`config.mk`:
```
export PLATFORM = sky130hd
export DESIGN_NAME = mem_issue_arbiter
export DESIGN_NICKNAME = d
export VERILOG_FILES = /design/src/rtl/arb_pkg.sv /design/src/rtl/arb_decide.sv /design/src/rtl/seq_lock_timer.sv /design/src/rtl/io_retry_timer.sv /design/src/rtl/mem_issue_arbiter.sv
export SDC_FILE = /design/constraint.sdc
export NUM_CORES = 1
export LEC_CHECK = 0
export BUFFER_PORTS_ARGS = -buffer_cell sky130_fd_sc_hd__buf_2
export CORE_MARGIN = 4
export CORE_UTILIZATION = 50
export CTS_CLUSTER_DIAMETER = 200
export CTS_CLUSTER_SIZE = 10
export DETAILED_ROUTE_END_ITERATION = 16
export PLACE_DENSITY_LB_ADDON = 0.15
export SLEW_MARGIN = 20
export SYNTH_ARGS = -nofsm -noshare
export SYNTH_HDL_FRONTEND = slang
export SYNTH_SLANG_ARGS = --single-unit
```
`constraint.sdc`:
```
create_clock -name clk -period 2.7 [get_ports clk]
set_clock_uncertainty 0.15 [all_clocks]
set_input_delay 0.405 -clock clk [delete_from_list [all_inputs] [get_ports clk]]
set_output_delay 0.405 -clock clk [all_outputs]
set_load 0.05 [all_outputs]
```
`src/rtl/arb_pkg.sv`:
```
package arb_pkg;
  // grant vector positions
  localparam int NSRC   = 5;
  localparam int G_SCAL = 0;
  localparam int G_IO   = 1;
  localparam int G_BLK  = 2;
  localparam int G_XCHG = 3;
  localparam int G_FTCH = 4;

  typedef enum logic [2:0] {
    SRC_NONE = 3'd0,
    SRC_SCAL = 3'd1,
    SRC_IO   = 3'd2,
    SRC_BLK  = 3'd3,
    SRC_XCHG = 3'd4,
    SRC_FTCH = 3'd5
  } src_e;

  function automatic logic is_seq(input src_e s);
    return (s == SRC_BLK) || (s == SRC_XCHG) || (s == SRC_FTCH);
  endfunction
endpackage

```
`src/rtl/arb_decide.sv`:
```
// Combinational choice of the winning requester for this clock.
module arb_decide
  import arb_pkg::*;
(
  input  logic scal_req,
  input  logic scal_conflict,
  input  logic io_req,
  input  logic io_conflict,
  input  logic blk_req,
  input  logic xchg_req,
  input  logic fetch_req,
  input  logic banks_quiet,
  input  logic locked,
  input  logic io_hold,
  input  logic io_owed,
  output src_e pick,
  output logic io_reject
);
  logic scal_ok, io_live, io_ok, seq_ok;

  always_comb begin
    scal_ok   = scal_req & ~scal_conflict & ~locked;
    io_live   = io_req & ~io_hold;
    io_ok     = io_live & ~locked & ~scal_req & ~io_conflict;
    io_reject = io_live & ~io_ok;
    seq_ok    = ~locked & banks_quiet & ~scal_ok & ~io_ok;

    pick = SRC_NONE;
    if (scal_ok)                          pick = SRC_SCAL;
    else if (io_ok)                       pick = SRC_IO;
    else if (seq_ok && fetch_req)         pick = SRC_FTCH;
    else if (seq_ok && xchg_req)          pick = SRC_XCHG;
    else if (seq_ok && blk_req && !io_owed) pick = SRC_BLK;
  end
endmodule

```
`src/rtl/seq_lock_timer.sv`:
```
// Counts down the exclusive-ownership window of a running sequence.
module seq_lock_timer #(
  parameter int LEN_W = 6
) (
  input  logic             clk,
  input  logic             rst,
  input  logic             start,
  input  logic [LEN_W-1:0] len,
  output logic             locked
);
  localparam logic [LEN_W-1:0] ONE = LEN_W'(1);

  logic [LEN_W-1:0] cnt;
  logic [LEN_W-1:0] load_val;

  always_comb load_val = (len == '0) ? ONE : len;

  always_ff @(posedge clk) begin
    if (rst) begin
      cnt    <= '0;
      locked <= 1'b0;
    end else if (start) begin
      cnt    <= load_val;
      locked <= 1'b1;
    end else begin
      if (cnt != '0) cnt <= cnt - ONE;
      locked <= (cnt > ONE);
    end
  end
endmodule

```
`src/rtl/io_retry_timer.sv`:
```
// Holdoff applied to the I/O request line after a rejection.
module io_retry_timer #(
  parameter int RETRY = 8
) (
  input  logic clk,
  input  logic rst,
  input  logic load,
  output logic hold
);
  localparam int CW = $clog2(RETRY + 1);
  localparam logic [CW-1:0] RELOAD = CW'(RETRY - 1);
  localparam logic [CW-1:0] ONE    = CW'(1);

  logic [CW-1:0] cnt;

  always_ff @(posedge clk) begin
    if (rst) begin
      cnt  <= '0;
      hold <= 1'b0;
    end else if (load) begin
      cnt  <= RELOAD;
      hold <= 1'b1;
    end else begin
      if (cnt != '0) cnt <= cnt - ONE;
      hold <= (cnt > ONE);
    end
  end
endmodule

```
`src/rtl/mem_issue_arbiter.sv`:
```
module mem_issue_arbiter
  import arb_pkg::*;
#(
  parameter int LEN_W = 6,
  parameter int RETRY = 8
) (
  input  logic             clk,
  input  logic             rst,
  input  logic             scal_req,
  input  logic             scal_conflict,
  input  logic             io_req,
  input  logic             io_conflict,
  input  logic             blk_req,
  input  logic             xchg_req,
  input  logic             fetch_req,
  input  logic             banks_quiet,
  input  logic [LEN_W-1:0] blk_len,
  input  logic [LEN_W-1:0] xchg_len,
  input  logic [LEN_W-1:0] fetch_len,
  output logic             scal_gnt,
  output logic             io_gnt,
  output logic             blk_gnt,
  output logic             xchg_gnt,
  output logic             fetch_gnt,
  output logic             mem_locked,
  output logic             io_wait,
  output logic             io_pend
);
  src_e             pick;
  logic             io_reject;
  logic             seq_start;
  logic [LEN_W-1:0] seq_len;
  logic [NSRC-1:0]  gnt_d, gnt_q;

  arb_decide u_decide (
    .scal_req      (scal_req),
    .scal_conflict (scal_conflict),
    .io_req        (io_req),
    .io_conflict   (io_conflict),
    .blk_req       (blk_req),
    .xchg_req      (xchg_req),
    .fetch_req     (fetch_req),
    .banks_quiet   (banks_quiet),
    .locked        (mem_locked),
    .io_hold       (io_wait),
    .io_owed       (io_pend),
    .pick          (pick),
    .io_reject     (io_reject)
  );

  always_comb begin
    seq_start = is_seq(pick);
    case (pick)
      SRC_FTCH: seq_len = fetch_len;
      SRC_XCHG: seq_len = xchg_len;
      default:  seq_len = blk_len;
    endcase
  end

  seq_lock_timer #(.LEN_W(LEN_W)) u_lock (
    .clk    (clk),
    .rst    (rst),
    .start  (seq_start),
    .len    (seq_len),
    .locked (mem_locked)
  );

  io_retry_timer #(.RETRY(RETRY)) u_retry (
    .clk  (clk),
    .rst  (rst),
    .load (io_reject),
    .hold (io_wait)
  );

  // decode the pick into a one-hot grant vector
  genvar gi;
  generate
    for (gi = 0; gi < NSRC; gi++) begin : g_dec
      always_comb gnt_d[gi] = (pick == src_e'(gi + 1));
    end
  endgenerate

  always_ff @(posedge clk) begin
    if (rst) begin
      gnt_q   <= '0;
      io_pend <= 1'b0;
    end else begin
      gnt_q <= gnt_d;
      if (gnt_d[G_IO])   io_pend <= 1'b0;
      else if (io_reject) io_pend <= 1'b1;
    end
  end

  always_comb begin
    scal_gnt  = gnt_q[G_SCAL];
    io_gnt    = gnt_q[G_IO];
    blk_gnt   = gnt_q[G_BLK];
    xchg_gnt  = gnt_q[G_XCHG];
    fetch_gnt = gnt_q[G_FTCH];
  end
endmodule

```
== Word level (Yosys, flattened, before mapping) ==
Cells that the tools add are included.

* Logic and storage cells: 60
* Flip-flop bits (word level): 18
* Bits of input ports: 28

* Bitwise gates (word level): 17
* Mux-type cells: 13
* Order comparisons: 2
* Add/sub/neg operators: 2
* Equality and inequality tests: 5
* Reduce and logical (&&, ||, !) cells: 14

{| class="wikitable"
|+ Operator list
! operator !! number
|-
| 2-to-1 mux 3 bit || 6
|-
| 2-to-1 mux 6 bit || 3
|-
| one-hot mux 6 bit (2 select lines) || 1
|-
| AND 1 bit || 10
|-
| NOT 1 bit || 7
|-
| equality test 3 x 2 -> 1 bit, second input constant || 2
|-
| equality test 3 bit, second input constant || 2
|-
| > comparator 6 x 1 -> 1 bit, second input constant || 1
|-
| zero test 6 bit || 1
|-
| nonzero test 6 bit || 1
|-
| subtractor 6 x 1 -> 6 bit, second input constant || 1
|-
| > comparator 4 x 1 -> 1 bit, second input constant || 1
|-
| logical AND 1 bit || 4
|-
| nonzero test 2 bit || 2
|-
| nonzero test 4 bit || 1
|-
| OR reduction 2 bit || 2
|-
| subtractor 4 x 1 -> 4 bit, second input constant || 1
|-
| equality test 3 x 1 -> 1 bit, second input constant || 1
|-
| logical OR 1 bit || 2
|-
| 2-to-1 mux 1 bit || 2
|-
| 2-to-1 mux 2 bit || 1
|-
| zero test 1 bit || 1
|}

== Logic depth before layout (Yosys ltp) ==
Gate-level depths: netlist (run 1).

* Depth in word-level cells: 19
* Gate-level depth with buffers: 7
* Gate-level depth less buffers: 7

== By module ==
Synthesis (run 1) repeated with hierarchy kept, for this count alone.

* Cell total of the unflattened synthesis: 120
* Area, all modules: 1158.6 µm²

{| class="wikitable"
|+ Modules (own cells, without submodules)
! module !! sequential area each (µm²) !! cells each !! area each (µm²) !! times used
|-
| seq_lock_timer || 140.1 || 51 || 447.9 || 1
|-
| mem_issue_arbiter || 120.1 || 31 || 386.6 || 1
|-
| io_retry_timer || 100.1 || 25 || 242.7 || 1
|-
| arb_decide || 0.0 || 13 || 81.3 || 1
|}

== Least setup slack after synthesis (run 1) ==
OpenSTA, ideal clock, no wires.

* Path kind: register -> register
* From: register u_retry.hold
* To: register u_lock.cnt[0]
* Required time: 2.491 ns
* Setup slack: 0.524 ns
* Setup time: 0.059 ns
* Clock period less this slack: 2.176 ns
* Data arrival time: 1.967 ns
* Cell stages (with the launch flop): 7
* Cells stage by stage: dfxtp_1 > nor4b_4 > or3_1 > buf_2 > a211o_1 > and4b_1 > a31o_1

* Cells in the longest elaborated chain, start to end: 19
* Elaborated cells between the ends (all ways): 26
* Classes of those cells: 3 x eq/ne; 8 x mux; 7 x bitwise; 8 x reduce/logical

{| class="wikitable"
|+ Ends and longest elaborated chain
! item !! RTL line !! text
|-
| start, declared || io_retry_timer.sv:8 || <nowiki>output logic hold</nowiki>
|-
| start signal, assigned || io_retry_timer.sv:25 || <nowiki>hold <= (cnt > ONE);</nowiki>
|-
| NOT 1 bit (*) || arb_decide.sv:23 || <nowiki>io_live = io_req & ~io_hold;</nowiki>
|-
| AND 1 bit (*) || arb_decide.sv:23 ||
|-
| AND 1 bit (*) (3 in series) || arb_decide.sv:24 || <nowiki>io_ok = io_live & ~locked & ~scal_req & ~io_conflict;</nowiki>
|-
| NOT 1 bit || arb_decide.sv:26 || <nowiki>seq_ok = ~locked & banks_quiet & ~scal_ok & ~io_ok;</nowiki>
|-
| AND 1 bit || arb_decide.sv:26 ||
|-
| logical AND 1 bit (2 in series) || arb_decide.sv:33 || <nowiki>else if (seq_ok && blk_req && !io_owed) pick = SRC_BLK;</nowiki>
|-
| 2-to-1 mux 2 bit || arb_decide.sv:33 ||
|-
| 2-to-1 mux 3 bit || arb_decide.sv:32 || <nowiki>else if (seq_ok && xchg_req) pick = SRC_XCHG;</nowiki>
|-
| 2-to-1 mux 3 bit || arb_decide.sv:31 || <nowiki>else if (seq_ok && fetch_req) pick = SRC_FTCH;</nowiki>
|-
| 2-to-1 mux 3 bit (*) || arb_decide.sv:30 || <nowiki>else if (io_ok) pick = SRC_IO;</nowiki>
|-
| 2-to-1 mux 3 bit (*) || arb_decide.sv:29 || <nowiki>if (scal_ok) pick = SRC_SCAL;</nowiki>
|-
| equality test 3 bit || arb_pkg.sv:20, mem_issue_arbiter.sv:53 ||
|-
| one-hot mux 6 bit (2 select lines) || mem_issue_arbiter.sv:53 || <nowiki>case (pick)</nowiki>
|-
| zero test 6 bit || seq_lock_timer.sv:16 || <nowiki>always_comb load_val = (len == '0) ? ONE : len;</nowiki>
|-
| 2-to-1 mux 6 bit || seq_lock_timer.sv:16 ||
|-
| 2-to-1 mux 6 bit || seq_lock_timer.sv:22 || <nowiki>end else if (start) begin</nowiki>
|-
| end signal, assigned || seq_lock_timer.sv:23 || <nowiki>cnt <= load_val;</nowiki>
|-
| end signal, assigned || seq_lock_timer.sv:26 || <nowiki>if (cnt != '0) cnt <= cnt - ONE;</nowiki>
|-
| end, declared || seq_lock_timer.sv:13 || <nowiki>logic [LEN_W-1:0] cnt;</nowiki>
|}

Every way passes the cells marked *; elsewhere a longest branch is shown, timed or not.
A chain may end at the register's enable or synchronous reset.

== Worst setup path in the final report (run 1) ==
* From: register u_lock.locked
* To: register u_lock.cnt[0]

* Cells in the longest elaborated chain, start to end: 18
* Elaborated cells between the ends (all ways): 29
* Classes of those cells: 3 x eq/ne; 8 x mux; 10 x bitwise; 8 x reduce/logical

{| class="wikitable"
|+ Ends and longest elaborated chain
! item !! RTL line !! text
|-
| start, declared || seq_lock_timer.sv:9 || <nowiki>output logic locked</nowiki>
|-
| start signal, assigned || seq_lock_timer.sv:27 || <nowiki>locked <= (cnt > ONE);</nowiki>
|-
| NOT 1 bit (*) || arb_decide.sv:22, arb_decide.sv:24, arb_decide.sv:26 ||
|-
| AND 1 bit (3 in series) || arb_decide.sv:24 ||
|-
| NOT 1 bit || arb_decide.sv:26 ||
|-
| AND 1 bit || arb_decide.sv:26 ||
|-
| logical AND 1 bit (2 in series) || arb_decide.sv:33 ||
|-
| 2-to-1 mux 2 bit || arb_decide.sv:33 ||
|-
| 2-to-1 mux 3 bit || arb_decide.sv:32 ||
|-
| 2-to-1 mux 3 bit || arb_decide.sv:31 ||
|-
| 2-to-1 mux 3 bit || arb_decide.sv:30 ||
|-
| 2-to-1 mux 3 bit (*) || arb_decide.sv:29 ||
|-
| equality test 3 bit || arb_pkg.sv:20, mem_issue_arbiter.sv:53 ||
|-
| one-hot mux 6 bit (2 select lines) || mem_issue_arbiter.sv:53 ||
|-
| zero test 6 bit || seq_lock_timer.sv:16 ||
|-
| 2-to-1 mux 6 bit || seq_lock_timer.sv:16 ||
|-
| 2-to-1 mux 6 bit || seq_lock_timer.sv:22 ||
|}

Marks and branches as above.

==> results of run 1 <==
-- cell usage after synthesis, types with 2 or more instances --
cell type,n,area [sq um]
a211o_1,2,17.5
a211oi_1,2,15.0
a21oi_1,9,45.0
a31oi_1,3,18.8
buf_6,2,22.5
clkbuf_1,4,15.0
dfxtp_1,18,360
ha_1,4,50.1
inv_1,7,26.3
nand2_1,17,63.8
nand2b_1,3,18.8
nand3_1,4,20.0
nor2_1,9,33.8
nor2b_1,2,12.5
nor3_1,5,25.0
nor3b_1,4,30.0
nor4_1,4,25.0
o211ai_1,2,15.0
o21a_1,2,15.0
o21ai_0,8,40.0
or3_1,3,18.8
xnor2_1,2,17.5
xor2_1,2,17.5
-- worst max path at each step --
stage                     depth (start not counted)            end     startpoint  slack, ns
after floorplan                                   6  u_lock.cnt[0]   u_retry.hold       0.52
after global placement                            6  u_lock.cnt[0]       scal_req       0.61
after detailed placement                          6  u_lock.cnt[0]       scal_req       0.56
after CTS                                         5  u_lock.cnt[0]  u_lock.locked       0.70
after global routing                              5  u_lock.cnt[0]  u_lock.locked       0.54
final                                             5  u_lock.cnt[0]  u_lock.locked       0.70
-- per-layer routing --
metal  vias to the layer above  routed length (microns)
met2                        38                     1310
met5                         -                        0
met3                         4                      140
met4                         0                       27
met1                       520                     1320
li1                        577                        -
-- cells by family (layout without fill, tap and decap cells) --
kind of cell | Yosys count | after routing | synth area share
mux | 1 | 1 | 0.00978
fa+ha+maj | 4 | 4 | 0.0435
compound gates | 38 | 38 | 0.228
xor+xnor | 4 | 4 | 0.0304
buf+inv | 15 | 47 | 0.0674
simple gates | 61 | 61 | 0.308
flops | 18 | 18 | 0.313
-- worst max-delay path: cells and delay by family, from the launching register on --
kind	cells	cell delay (ns)
flip-flops	1	0.37
AO/OA/AOI/OAI	2	0.47
AND/OR/NAND/NOR	3	0.97
-- per-stage QoR --
step,hold WS [ns],worst slack [ns],cells
6_report,0.269,0.696,201
4_1_cts,0.276,0.703,201
2_1_floorplan,0.327,0.524,141
3_5_place_dp,0.359,0.558,197
3_3_place_gp,0.322,0.611,197
5_1_grt,0.284,0.537,201
-- sequential cells by signal, indices dropped and copies added, names as in the netlist --
signal	cells
u_lock.locked	1
gnt_q	5
u_retry.cnt	4
u_retry.hold	1
io_pend	1
u_lock.cnt	6
-- cell type report --
class	instances	area, sq um
Fill cell	193	858
Sequential cell	18	360
Inverter	7	26.3
Timing Repair Buffer	36	183
Multi-Input combinational cell	108	713
Tap cell	28	35.0
Clock buffer	4	36.3
-- power breakdown --
group          internal (mW)  switching, mW
Sequential             0.346         0.0832
Clock                 0.0823         0.0923
Combinational          0.255          0.366
Total                  0.684          0.542
==> qor.txt, run 1 <==
RUN STATUS
---------------------------------------------------------------------------------
Outcome ............................................................    completed

SETUP PATH
---------------------------------------------------------------------------------
Crit path capture type .............................................    flip-flop
Worst R2R Path Depth ...............................................            5
Data required time at the worst endpoint ...........................      2.81 ns
Worst flop-to-flop path endpoint ................................... u_lock.cnt[0]
Critical path startpoint category ..................................    flip-flop
Slowest-stage cell, CP .............................................        or3_1
Reg2reg start ...................................................... u_lock.locked
Maximum fanout along the worst path ................................            7
WP data arrival ....................................................      2.11 ns
Worst setup path class .............................................      reg2reg
Slowest Stage Delay on Critical Path ...............................      0.45 ns
Worst R2R Setup Slack ..............................................      0.70 ns
Sequence of cells on the critical path ............................. nand2b_1 -> or3_1 -> a211o_1 -> and4b_1 -> a31o_1

GLOBAL ROUTE
---------------------------------------------------------------------------------
Initial antenna violation count ....................................            0
Global-route track usage on met1 ...................................        0.228
Wire length of the first global-routing pass ....................... 4530 microns
Global route total overflow ........................................            0
Top Usage Layer GRT ................................................         met2
Total global routing track utilization .............................        0.175
Vias in the first global route .....................................        1,076
Largest net degree at the start of global routing ..................           20
GR Layer Usage met3 ................................................       0.0255
Met2 routing resource usage after global routing ...................        0.299

TIMING
---------------------------------------------------------------------------------
Final critical-path share of the clock period ......................        0.742
Number of setup violations in the final report .....................            0
Slew headroom ......................................................        0.652
Fmax achieved ......................................................      499 MHz
Max Slew Vio Count .................................................            0
Total count of hold-check failures in the final report .............            0
Setup repair after global routing missed its margin ................        false
Minimum clock period after layout ..................................      2.00 ns
Setup tns final ....................................................         0 ns
Transition at the pin with the smallest max-transition slack .......     0.518 ns

FINISH
---------------------------------------------------------------------------------
Utilization after layout ...........................................        0.612
Diodes inserted ....................................................            0
Most used cells in the layout excluding fill and tap cells ......... 35 x buf_2, 18 x dfxtp_1, 17 x nand2_1, 9 x nor2_1, 9 x a21oi_1
Most common cell after layout, fill and taps aside .................        buf_2
Final net count ....................................................          206
Fraction of final layout cells with drive strength greater than 1 ..        0.277
Area of all placed cells without fillers ........................... 0.00135 sq mm
Area Overhead vs Synth .............................................        17.6%

SYNTH
---------------------------------------------------------------------------------
Netlist Area Pre-Place ............................................. 0.00115 sq mm
Primary flip-flop cell chosen by synthesis mapping .................      dfxtp_1
Count of state elements after synthesis ............................           18
Number of enable-type register cells in the synthesized netlist ....            0
Instance count of the mapped netlist ...............................          141
Mean area per synthesized cell .....................................   8.16 sq um
Net count after synthesis ..........................................          173
Library cells used by synthesis ....................................           46
Syn. warnings ......................................................            0
Synth async-reset ratio ............................................            0
Post-synthesis sequential area ratio ...............................        0.313

CLOCKING
---------------------------------------------------------------------------------
Root Buffer ........................................................     clkbuf_4
Clock tree from TritonCTS ..........................................          yes
Number of setup buffers added after CTS ............................            0
Maximum number of buffers from clock root to sink ..................            2
Hold-fix buffers at CTS ............................................            0
Total number of clock tree sinks ...................................           18
Resized cells post-CTS .............................................            0
Clock network latency to the later pin of the worst-skew pair ......      0.30 ns
Reg clk slew, reported paths .......................................      0.12 ns
Inserted Clock Buffers .............................................            3
H-tree levels ......................................................            1

PLACED DESIGN
---------------------------------------------------------------------------------
Count of input and output buffers ..................................           35
Instance area at placement ......................................... 0.00132 sq mm
RePlAce Congestion .................................................        0.838
Post-DP HPWL ....................................................... 2120 microns

POWER AND IR DROP
---------------------------------------------------------------------------------
Peak supply drop ...................................................       576 uV
Power after layout .................................................      1.23 mW
Leakage component of the power .....................................     0.598 nW
Power density over the cells .......................................  905 mW/mm^2

FLOORPLANNING
---------------------------------------------------------------------------------
Die width .......................................................... 56.0 microns
Core area .......................................................... 0.00221 sq mm
Top-level port count ...............................................           36
Initial cell density of the core ...................................        0.520
Vertical die dimension ............................................. 56.0 microns
Die area ........................................................... 0.00313 sq mm
Cell row count .....................................................           17

WORST HOLD PATH
---------------------------------------------------------------------------------
Worst Hold End .....................................................     gnt_q[0]
Tightest Hold Check Type ...........................................       in2reg
Instance count along the most critical hold path ...................            3
Worst min-delay path startpoint .................................... scal_conflict

DRT
---------------------------------------------------------------------------------
Final Routed Wirelength ............................................ 2790 microns
Number of nets with antenna violations after detailed routing ......            0
Remaining routing DRC violations ...................................            0
Wire length per cell ............................................... 13.9 microns
DR iter-0 viols ....................................................           29
Number of optimization iterations in the first detailed-route pass .            4
Number of vias in the routed layout ................................        1,139
Routed via count divided by cell count .............................         5.67

FLOW RUN
---------------------------------------------------------------------------------
Number of max-cap violations .......................................            0

Note: power is estimated with default switching activity, not from simulation.
==> inputs of run 2 (changes only) <==
--- a/config.mk
+++ b/config.mk
@@ -7,7 +7,7 @@
 export LEC_CHECK = 0
 export BUFFER_PORTS_ARGS = -buffer_cell sky130_fd_sc_hd__buf_2
 export CORE_MARGIN = 4
-export CORE_UTILIZATION = 50
+export CORE_UTILIZATION = 45
 export CTS_CLUSTER_DIAMETER = 200
 export CTS_CLUSTER_SIZE = 10
 export DETAILED_ROUTE_END_ITERATION = 16
==> constraint.sdc (replaced) <==
create_clock -name clk -period 1.76 [get_ports clk]
set_clock_uncertainty 0.15 [all_clocks]
set_input_delay 0.264 -clock clk [delete_from_list [all_inputs] [get_ports clk]]
set_output_delay 0.264 -clock clk [all_outputs]
set_load 0.05 [all_outputs]
==> run 2 against run 1 <==
  * The flow now finishes with violations (negative setup slack)
  * Sequential share of layout area fell by 3.1 points
  * Sequential power increased by 47%
  * Core utilization increased by 2.4 points
  * First-iteration DRC count rose by 3.4%
  * Clock power is 23% higher
  * Non-clock buffer count up 21
  * Global-route usage grew 1.6 points
  * Critical path type unchanged
  * Largest power group unchanged
==> qor.txt, run 2 (synthesis gave the netlist of run 1 again) <==
POWER AND IR DROP
---------------------------------------------------------------------------------
Power after layout .................................................      2.06 mW
Power density over the cells ....................................... 1320 mW/mm^2
Switching power total ..............................................     0.874 mW
Relative contribution of sequential cells to total power ...........        0.306
Share of power burned in the clock network .........................        0.105
P_int ..............................................................      1.18 mW
Peak supply drop ...................................................      1020 uV
Leakage component of the power .....................................     0.715 nW
Logic gate share of total power ....................................        0.589
Net switching share of the total power .............................        0.425

TIMING
---------------------------------------------------------------------------------
Slew headroom ......................................................        0.740
Least setup slack across all paths after layout ....................   -0.0783 ns
Total count of hold-check failures in the final report .............            0
Worst Hold Slack ...................................................     0.150 ns
Setup tns final ....................................................   -0.0783 ns
Transition at the pin with the smallest max-transition slack .......     0.391 ns
Max Slew Vio Count .................................................            0
Fmax achieved ......................................................      544 MHz
Number of setup violations in the final report .....................            1
Final critical-path share of the clock period ......................         1.04
Minimum clock period after layout ..................................      1.84 ns
Setup repair after global routing missed its margin ................         true

SETUP PATH
---------------------------------------------------------------------------------
Worst R2R Setup Slack ..............................................     -0.08 ns
Reg2reg start ...................................................... u_retry.hold
Maximum fanout along the worst path ................................            5
Crit path capture type .............................................    flip-flop
Worst flop-to-flop path endpoint ................................... u_lock.cnt[0]
Worst R2R Path Depth ...............................................            6
WP data arrival ....................................................      1.93 ns
Critical path startpoint category ..................................    flip-flop
Worst setup path class .............................................      reg2reg
Data required time at the worst endpoint ...........................      1.85 ns

GLOBAL ROUTE
---------------------------------------------------------------------------------
Initial antenna violation count ....................................            0
Total global routing track utilization .............................        0.192
Vias in the first global route .....................................        1,230
Global route total overflow ........................................            0
Largest net degree at the start of global routing ..................           20
Wire length of the first global-routing pass ....................... 5150 microns

DRT
---------------------------------------------------------------------------------
Remaining routing DRC violations ...................................            0
Wire length per cell ............................................... 13.6 microns
DR iter-0 viols ....................................................           30
Final Routed Wirelength ............................................ 3060 microns
Number of nets with antenna violations after detailed routing ......            0
Number of vias in the routed layout ................................        1,225
Routed via count divided by cell count .............................         5.47
Number of optimization iterations in the first detailed-route pass .            4

RUN STATUS
---------------------------------------------------------------------------------
Outcome ............................................................ complete, but fails checks
Violated checks .................................................... negative setup slack

FLOORPLANNING
---------------------------------------------------------------------------------
Die width .......................................................... 58.6 microns
Die area ........................................................... 0.00343 sq mm
Initial cell density of the core ...................................        0.469
Cell row count .....................................................           18
Core area .......................................................... 0.00245 sq mm
Vertical die dimension ............................................. 58.6 microns
Top-level port count ...............................................           36

CLOCKING
---------------------------------------------------------------------------------
Inserted Clock Buffers .............................................            3
Total number of clock tree sinks ...................................           18
Hold-fix buffers at CTS ............................................            0
Root Buffer ........................................................     clkbuf_4
Maximum number of buffers from clock root to sink ..................            2
H-tree levels ......................................................            1
Clock tree from TritonCTS ..........................................          yes
Clock network latency to the later pin of the worst-skew pair ......      0.29 ns
Reg clk slew, reported paths .......................................      0.11 ns

PLACED DESIGN
---------------------------------------------------------------------------------
RePlAce Congestion .................................................        0.900
Count of input and output buffers ..................................           35
Post-DP HPWL ....................................................... 2380 microns
Instance area at placement ......................................... 0.00150 sq mm

FINISH
---------------------------------------------------------------------------------
Final net count ....................................................          227
Number of flip-flops under the largest register name ...............            6
Most used cells in the layout excluding fill and tap cells ......... 35 x buf_2, 22 x buf_4, 16 x nand2_1, 16 x dfxtp_1, 9 x nor2_1
Most common cell after layout, fill and taps aside .................        buf_2
# fillers ..........................................................          227
Multi-input gate area in the final layout ..........................    763 sq um
Register name with the most flops ..................................   u_lock.cnt
Area of all placed cells without fillers ........................... 0.00156 sq mm
Reg area ...........................................................    368 sq um
Largest registers ranked by flip-flop count ........................ u_lock.cnt: 6 flops, gnt_q: 5 flops, u_retry.cnt: 4 flops
Fraction of final layout cells with drive strength greater than 1 ..        0.402
Area Overhead vs Synth .............................................        35.7%
Diodes inserted ....................................................            0

WORST HOLD PATH
---------------------------------------------------------------------------------
Worst Hold End .....................................................     gnt_q[0]
Tightest Hold Check Type ...........................................       in2reg
Instance count along the most critical hold path ...................            3
Worst min-delay path startpoint .................................... scal_conflict

FLOW RUN
---------------------------------------------------------------------------------
Number of max-cap violations .......................................            0

[run 2: cell types whose count changed in the layout (fill, tap and decap cells not counted), sizes merged]
| cell | change |
|---|---|
| buf | +21 |
| clkinv | +1 |
| clkbuf | -1 |
[run 2: metrics by stage]
stage	cells	utilization	worst slack, ns
2_1_floorplan	141	-	-0.181
3_3_place_gp	219	0.610	-0.0900
3_5_place_dp	219	0.610	-0.142
4_1_cts	224	0.626	-0.0802
5_1_grt	224	0.636	-0.143
6_report	224	0.636	-0.0783
[run 2: worst max-delay path, cell delays in order, from the launching register on]
cell     delay (ns)
dfxtp_4        0.37
nor4b_4        0.34
buf_4          0.19
nor4_1         0.05
a211o_1        0.28
and4b_1        0.26
a31o_1         0.15
[run 2: worst max-delay path by stage]
stage | start | end | slack (ns) | cells after the start
3_3_place_gp | scal_req | u_lock.cnt[1] | -0.09 | 7
5_1_grt | u_retry.hold | u_lock.cnt[0] | -0.14 | 6
4_1_cts | u_retry.hold | u_lock.cnt[0] | -0.08 | 6
2_1_floorplan | u_retry.hold | u_lock.cnt[0] | -0.18 | 6
6_report | u_retry.hold | u_lock.cnt[0] | -0.08 | 6
3_5_place_dp | scal_req | u_lock.cnt[0] | -0.14 | 7
[run 2: repair_timing]
item                                    CTS  global route
resized for setup                         2             8
endpoints found under the setup margin    4             4
buffers inserted                          1             0
pin swaps                                 1             1
[run 2: cell type report]
| type | instances | area share |
|---|---|---|
| inverter | 7 | 0.0168 |
| tap | 30 | 0.0240 |
| sequential | 18 | 0.236 |
| clock buffer | 3 | 0.0144 |
| clock inverter | 1 | 0.00240 |
| multi-input combinational | 108 | 0.489 |
| timing repair buffer | 57 | 0.218 |
[run 2: power groups by stage]
| stage | registers [mW] | clock network [mW] | logic [mW] |
|---|---|---|---|
| finish | 0.629 | 0.216 | 1.21 |
| global route | 0.643 | 0.244 | 1.36 |
| CTS | 0.629 | 0.227 | 1.19 |
| detailed placement | 0.640 | 0 | 1.15 |
| global placement | 0.638 | 0 | 1.12 |
| floorplan | 0.755 | 0 | 0.686 |
[run 2: layer usage]
metal | vias up | wire length (microns) | track usage
met5 | - | 0 | 0
met4 | 0 | 51 | 0.0971
met2 | 26 | 1520 | 0.332
met3 | 6 | 152 | 0.0263
met1 | 571 | 1330 | 0.231
li1 | 622 | - | -
==> inputs of run 3 (changes only) <==
--- a/config.mk
+++ b/config.mk
@@ -12,6 +12,8 @@
 export CTS_CLUSTER_SIZE = 10
 export DETAILED_ROUTE_END_ITERATION = 16
 export PLACE_DENSITY_LB_ADDON = 0.15
+export SKIP_CTS_REPAIR_TIMING = 1
+export SKIP_LAST_GASP = 1
 export SLEW_MARGIN = 20
 export SYNTH_ARGS = -nofsm -noshare
 export SYNTH_HDL_FRONTEND = slang
==> constraint.sdc (replaced) <==
create_clock -name clk -period 1.76 [get_ports clk]
set_clock_uncertainty 0.15 [all_clocks]
set_input_delay 0.264 -clock clk [delete_from_list [all_inputs] [get_ports clk]]
set_output_delay 0.264 -clock clk [all_outputs]
set_load 0.02 [all_outputs]
==> run 3 against run 2 <==
  * Die area is the same
  * Sequential cell count unchanged
  * Sequential power about the same
  * Clock power up 17%
  * Wire length shrank 5.3%
  * Critical path type unchanged
  * Critical path depth did not move
  * First-iteration DRC count decreased by 43%
  * Combinational power down 7%
  * Largest cell class unchanged
  * The run still ends with negative setup slack left
  * Via count shrank 3.0%
  * Worst setup slack better by 0.077 ns
==> qor.txt, run 3 (synthesis gave the netlist of run 1 again) <==
FINISH
---------------------------------------------------------------------------------
Final net count ....................................................          228
Diodes inserted ....................................................            0
Largest registers ranked by flip-flop count ........................ u_lock.cnt: 6 flops, gnt_q: 5 flops, u_retry.cnt: 4 flops
Most common cell after layout, fill and taps aside .................        buf_2
Area Overhead vs Synth .............................................        35.2%
Multi-input gate area in the final layout ..........................    743 sq um
Most used cells in the layout excluding fill and tap cells ......... 35 x buf_2, 23 x buf_4, 17 x nand2_1, 16 x dfxtp_1
Final Instance Count excl. Fillers .................................          225
Reg area ...........................................................    365 sq um
Number of flip-flops under the largest register name ...............            6
Register name with the most flops ..................................   u_lock.cnt
# fillers ..........................................................          218
Fraction of final layout cells with drive strength greater than 1 ..        0.395

FLOORPLANNING
---------------------------------------------------------------------------------
Cell row count .....................................................           18
Vertical die dimension ............................................. 58.6 microns
Initial cell density of the core ...................................        0.469
Top-level port count ...............................................           36
Die area ........................................................... 0.00343 sq mm
Die width .......................................................... 58.6 microns
Core area .......................................................... 0.00245 sq mm

SETUP PATH
---------------------------------------------------------------------------------
WP data arrival ....................................................      1.85 ns
Critical path startpoint category ..................................    flip-flop
Slowest Stage Delay on Critical Path ...............................      0.35 ns
Worst R2R Setup Slack ..............................................    -0.001 ns
Worst R2R Path Depth ...............................................            6
Maximum fanout along the worst path ................................            4
Data required time at the worst endpoint ...........................      1.85 ns
Crit path capture type .............................................    flip-flop
Worst setup path startpoint ........................................ u_retry.hold
Worst setup path class .............................................      reg2reg
Reg2reg start ...................................................... u_retry.hold
Endpoint of the most critical setup path ........................... u_lock.cnt[0]
Sequence of cells on the critical path ............................. nor4b_4 -> buf_4 -> nor4_1 -> a211o_1 -> and4b_1 -> a31o_1
Worst flop-to-flop path endpoint ................................... u_lock.cnt[0]
Slowest-stage cell, CP .............................................      dfxtp_2

POWER AND IR DROP
---------------------------------------------------------------------------------
Power density over the cells ....................................... 1290 mW/mm^2
Power after layout .................................................      2.00 mW
Leakage component of the power .....................................     0.719 nW
Peak supply drop ...................................................       938 uV

GLOBAL ROUTE
---------------------------------------------------------------------------------
Largest net degree at the start of global routing ..................           20
Global-route track usage on met1 ...................................        0.224
Total global routing track utilization .............................        0.176
Top Usage Layer GRT ................................................         met2
Met2 routing resource usage after global routing ...................        0.309
GR Layer Usage met3 ................................................       0.0307
Initial antenna violation count ....................................            0
Vias in the first global route .....................................        1,138
Wire length of the first global-routing pass ....................... 4810 microns
Global route total overflow ........................................            0

RUN STATUS
---------------------------------------------------------------------------------
Violated checks .................................................... negative setup slack
Outcome ............................................................ complete, but fails checks

TIMING
---------------------------------------------------------------------------------
Max Slew Vio Count .................................................            0
Slew headroom ......................................................        0.728
Minimum clock period after layout ..................................      1.76 ns
Worst Hold Slack ...................................................     0.144 ns
Fmax achieved ......................................................      568 MHz
Final critical-path share of the clock period ......................         1.00
Number of setup violations in the final report .....................            1
Total count of hold-check failures in the final report .............            0
Setup repair after global routing missed its margin ................         true
Least setup slack across all paths after layout ....................  -0.00102 ns
Transition at the pin with the smallest max-transition slack .......     0.407 ns

DRT
---------------------------------------------------------------------------------
Final Routed Wirelength ............................................ 2890 microns
Routed via count divided by cell count .............................         5.28
Number of vias in the routed layout ................................        1,188
DR iter-0 viols ....................................................           17
Remaining routing DRC violations ...................................            0
Wire length per cell ............................................... 12.9 microns
Number of nets with antenna violations after detailed routing ......            0
Number of optimization iterations in the first detailed-route pass .            4

CLOCKING
---------------------------------------------------------------------------------
Total number of clock tree sinks ...................................           18
Clock network latency to the later pin of the worst-skew pair ......      0.29 ns
H-tree levels ......................................................            1
Clock tree from TritonCTS ..........................................          yes
Root Buffer ........................................................     clkbuf_4
Reg clk slew, reported paths .......................................      0.11 ns
Inserted Clock Buffers .............................................            3
Maximum number of buffers from clock root to sink ..................            2

PLACED DESIGN
---------------------------------------------------------------------------------
Post-DP HPWL ....................................................... 2360 microns
Count of input and output buffers ..................................           35
RePlAce Congestion .................................................        0.870
Placed insts .......................................................          220
Worst slack after detailed placement ...............................    -0.122 ns

FLOW RUN
---------------------------------------------------------------------------------
Number of max-cap violations .......................................            0

WORST HOLD PATH
---------------------------------------------------------------------------------
Tightest Hold Check Type ...........................................       in2reg

-- run 3: cell count changes in the layout (fill, tap and decap cells not counted), sizes merged --
cell    change
buf         +1
clkbuf      +1
clkinv      -1
-- run 3: final cells by class --
class                      instances  area share
multi-input combinational        108       0.477
sequential                        18       0.235
timing repair buffer              58       0.223
tap                               30      0.0241
clock buffer                       4      0.0233
inverter                           7      0.0169
-- run 3: through the flow --
step | utilization | cell area [sq um] | setup TNS (ns)
global placement | 0.607 | 1490 | -0.0801
CTS | 0.622 | 1530 | -0.0624
finish | 0.634 | 1560 | -0.00102
floorplan | - | 1170 | -0.113
detailed placement | 0.607 | 1490 | -0.208
global route | 0.634 | 1560 | -0.0965
-- run 3: metal layers --
| layer | up-vias | wire length [microns] |
|---|---|---|
| met5 | - | 0 |
| met4 | 0 | 11 |
| met3 | 2 | 140 |
| met2 | 19 | 1380 |
| met1 | 542 | 1370 |
| li1 | 625 | - |
-- run 3: how the worst min path moves through the flow --
| stage | startpoint | to | slack [ns] | cells past startpoint |
|---|---|---|---|---|
| 5_1_grt | scal_conflict | gnt_q[0] | 0.15 | 3 |
| 3_5_place_dp | io_pend | io_pend | 0.35 | 2 |
| 3_3_place_gp | io_pend | io_pend | 0.33 | 2 |
| 2_1_floorplan | rst | u_lock.cnt[4] | 0.31 | 2 |
| 6_report | scal_conflict | gnt_q[0] | 0.14 | 3 |
| 4_1_cts | scal_conflict | gnt_q[0] | 0.13 | 3 |
-- run 3: where the power goes --
group	total (mW)	internal [mW]	leakage, nW	switching, mW
Clock	0.253	0.126	0.0210	0.127
Sequential	0.631	0.539	0.149	0.0918
Combinational	1.12	0.554	0.549	0.566
Total	2.00	1.22	0.719	0.785
-- run 3: worst max-delay path, delay by kind of cell, from the launching register on --
kind	cells	cell delay, ns
and+or+nand+nor	3	0.61
AOI/OAI and AO/OA	2	0.41
DFF	1	0.35
buffers and inverters	1	0.19
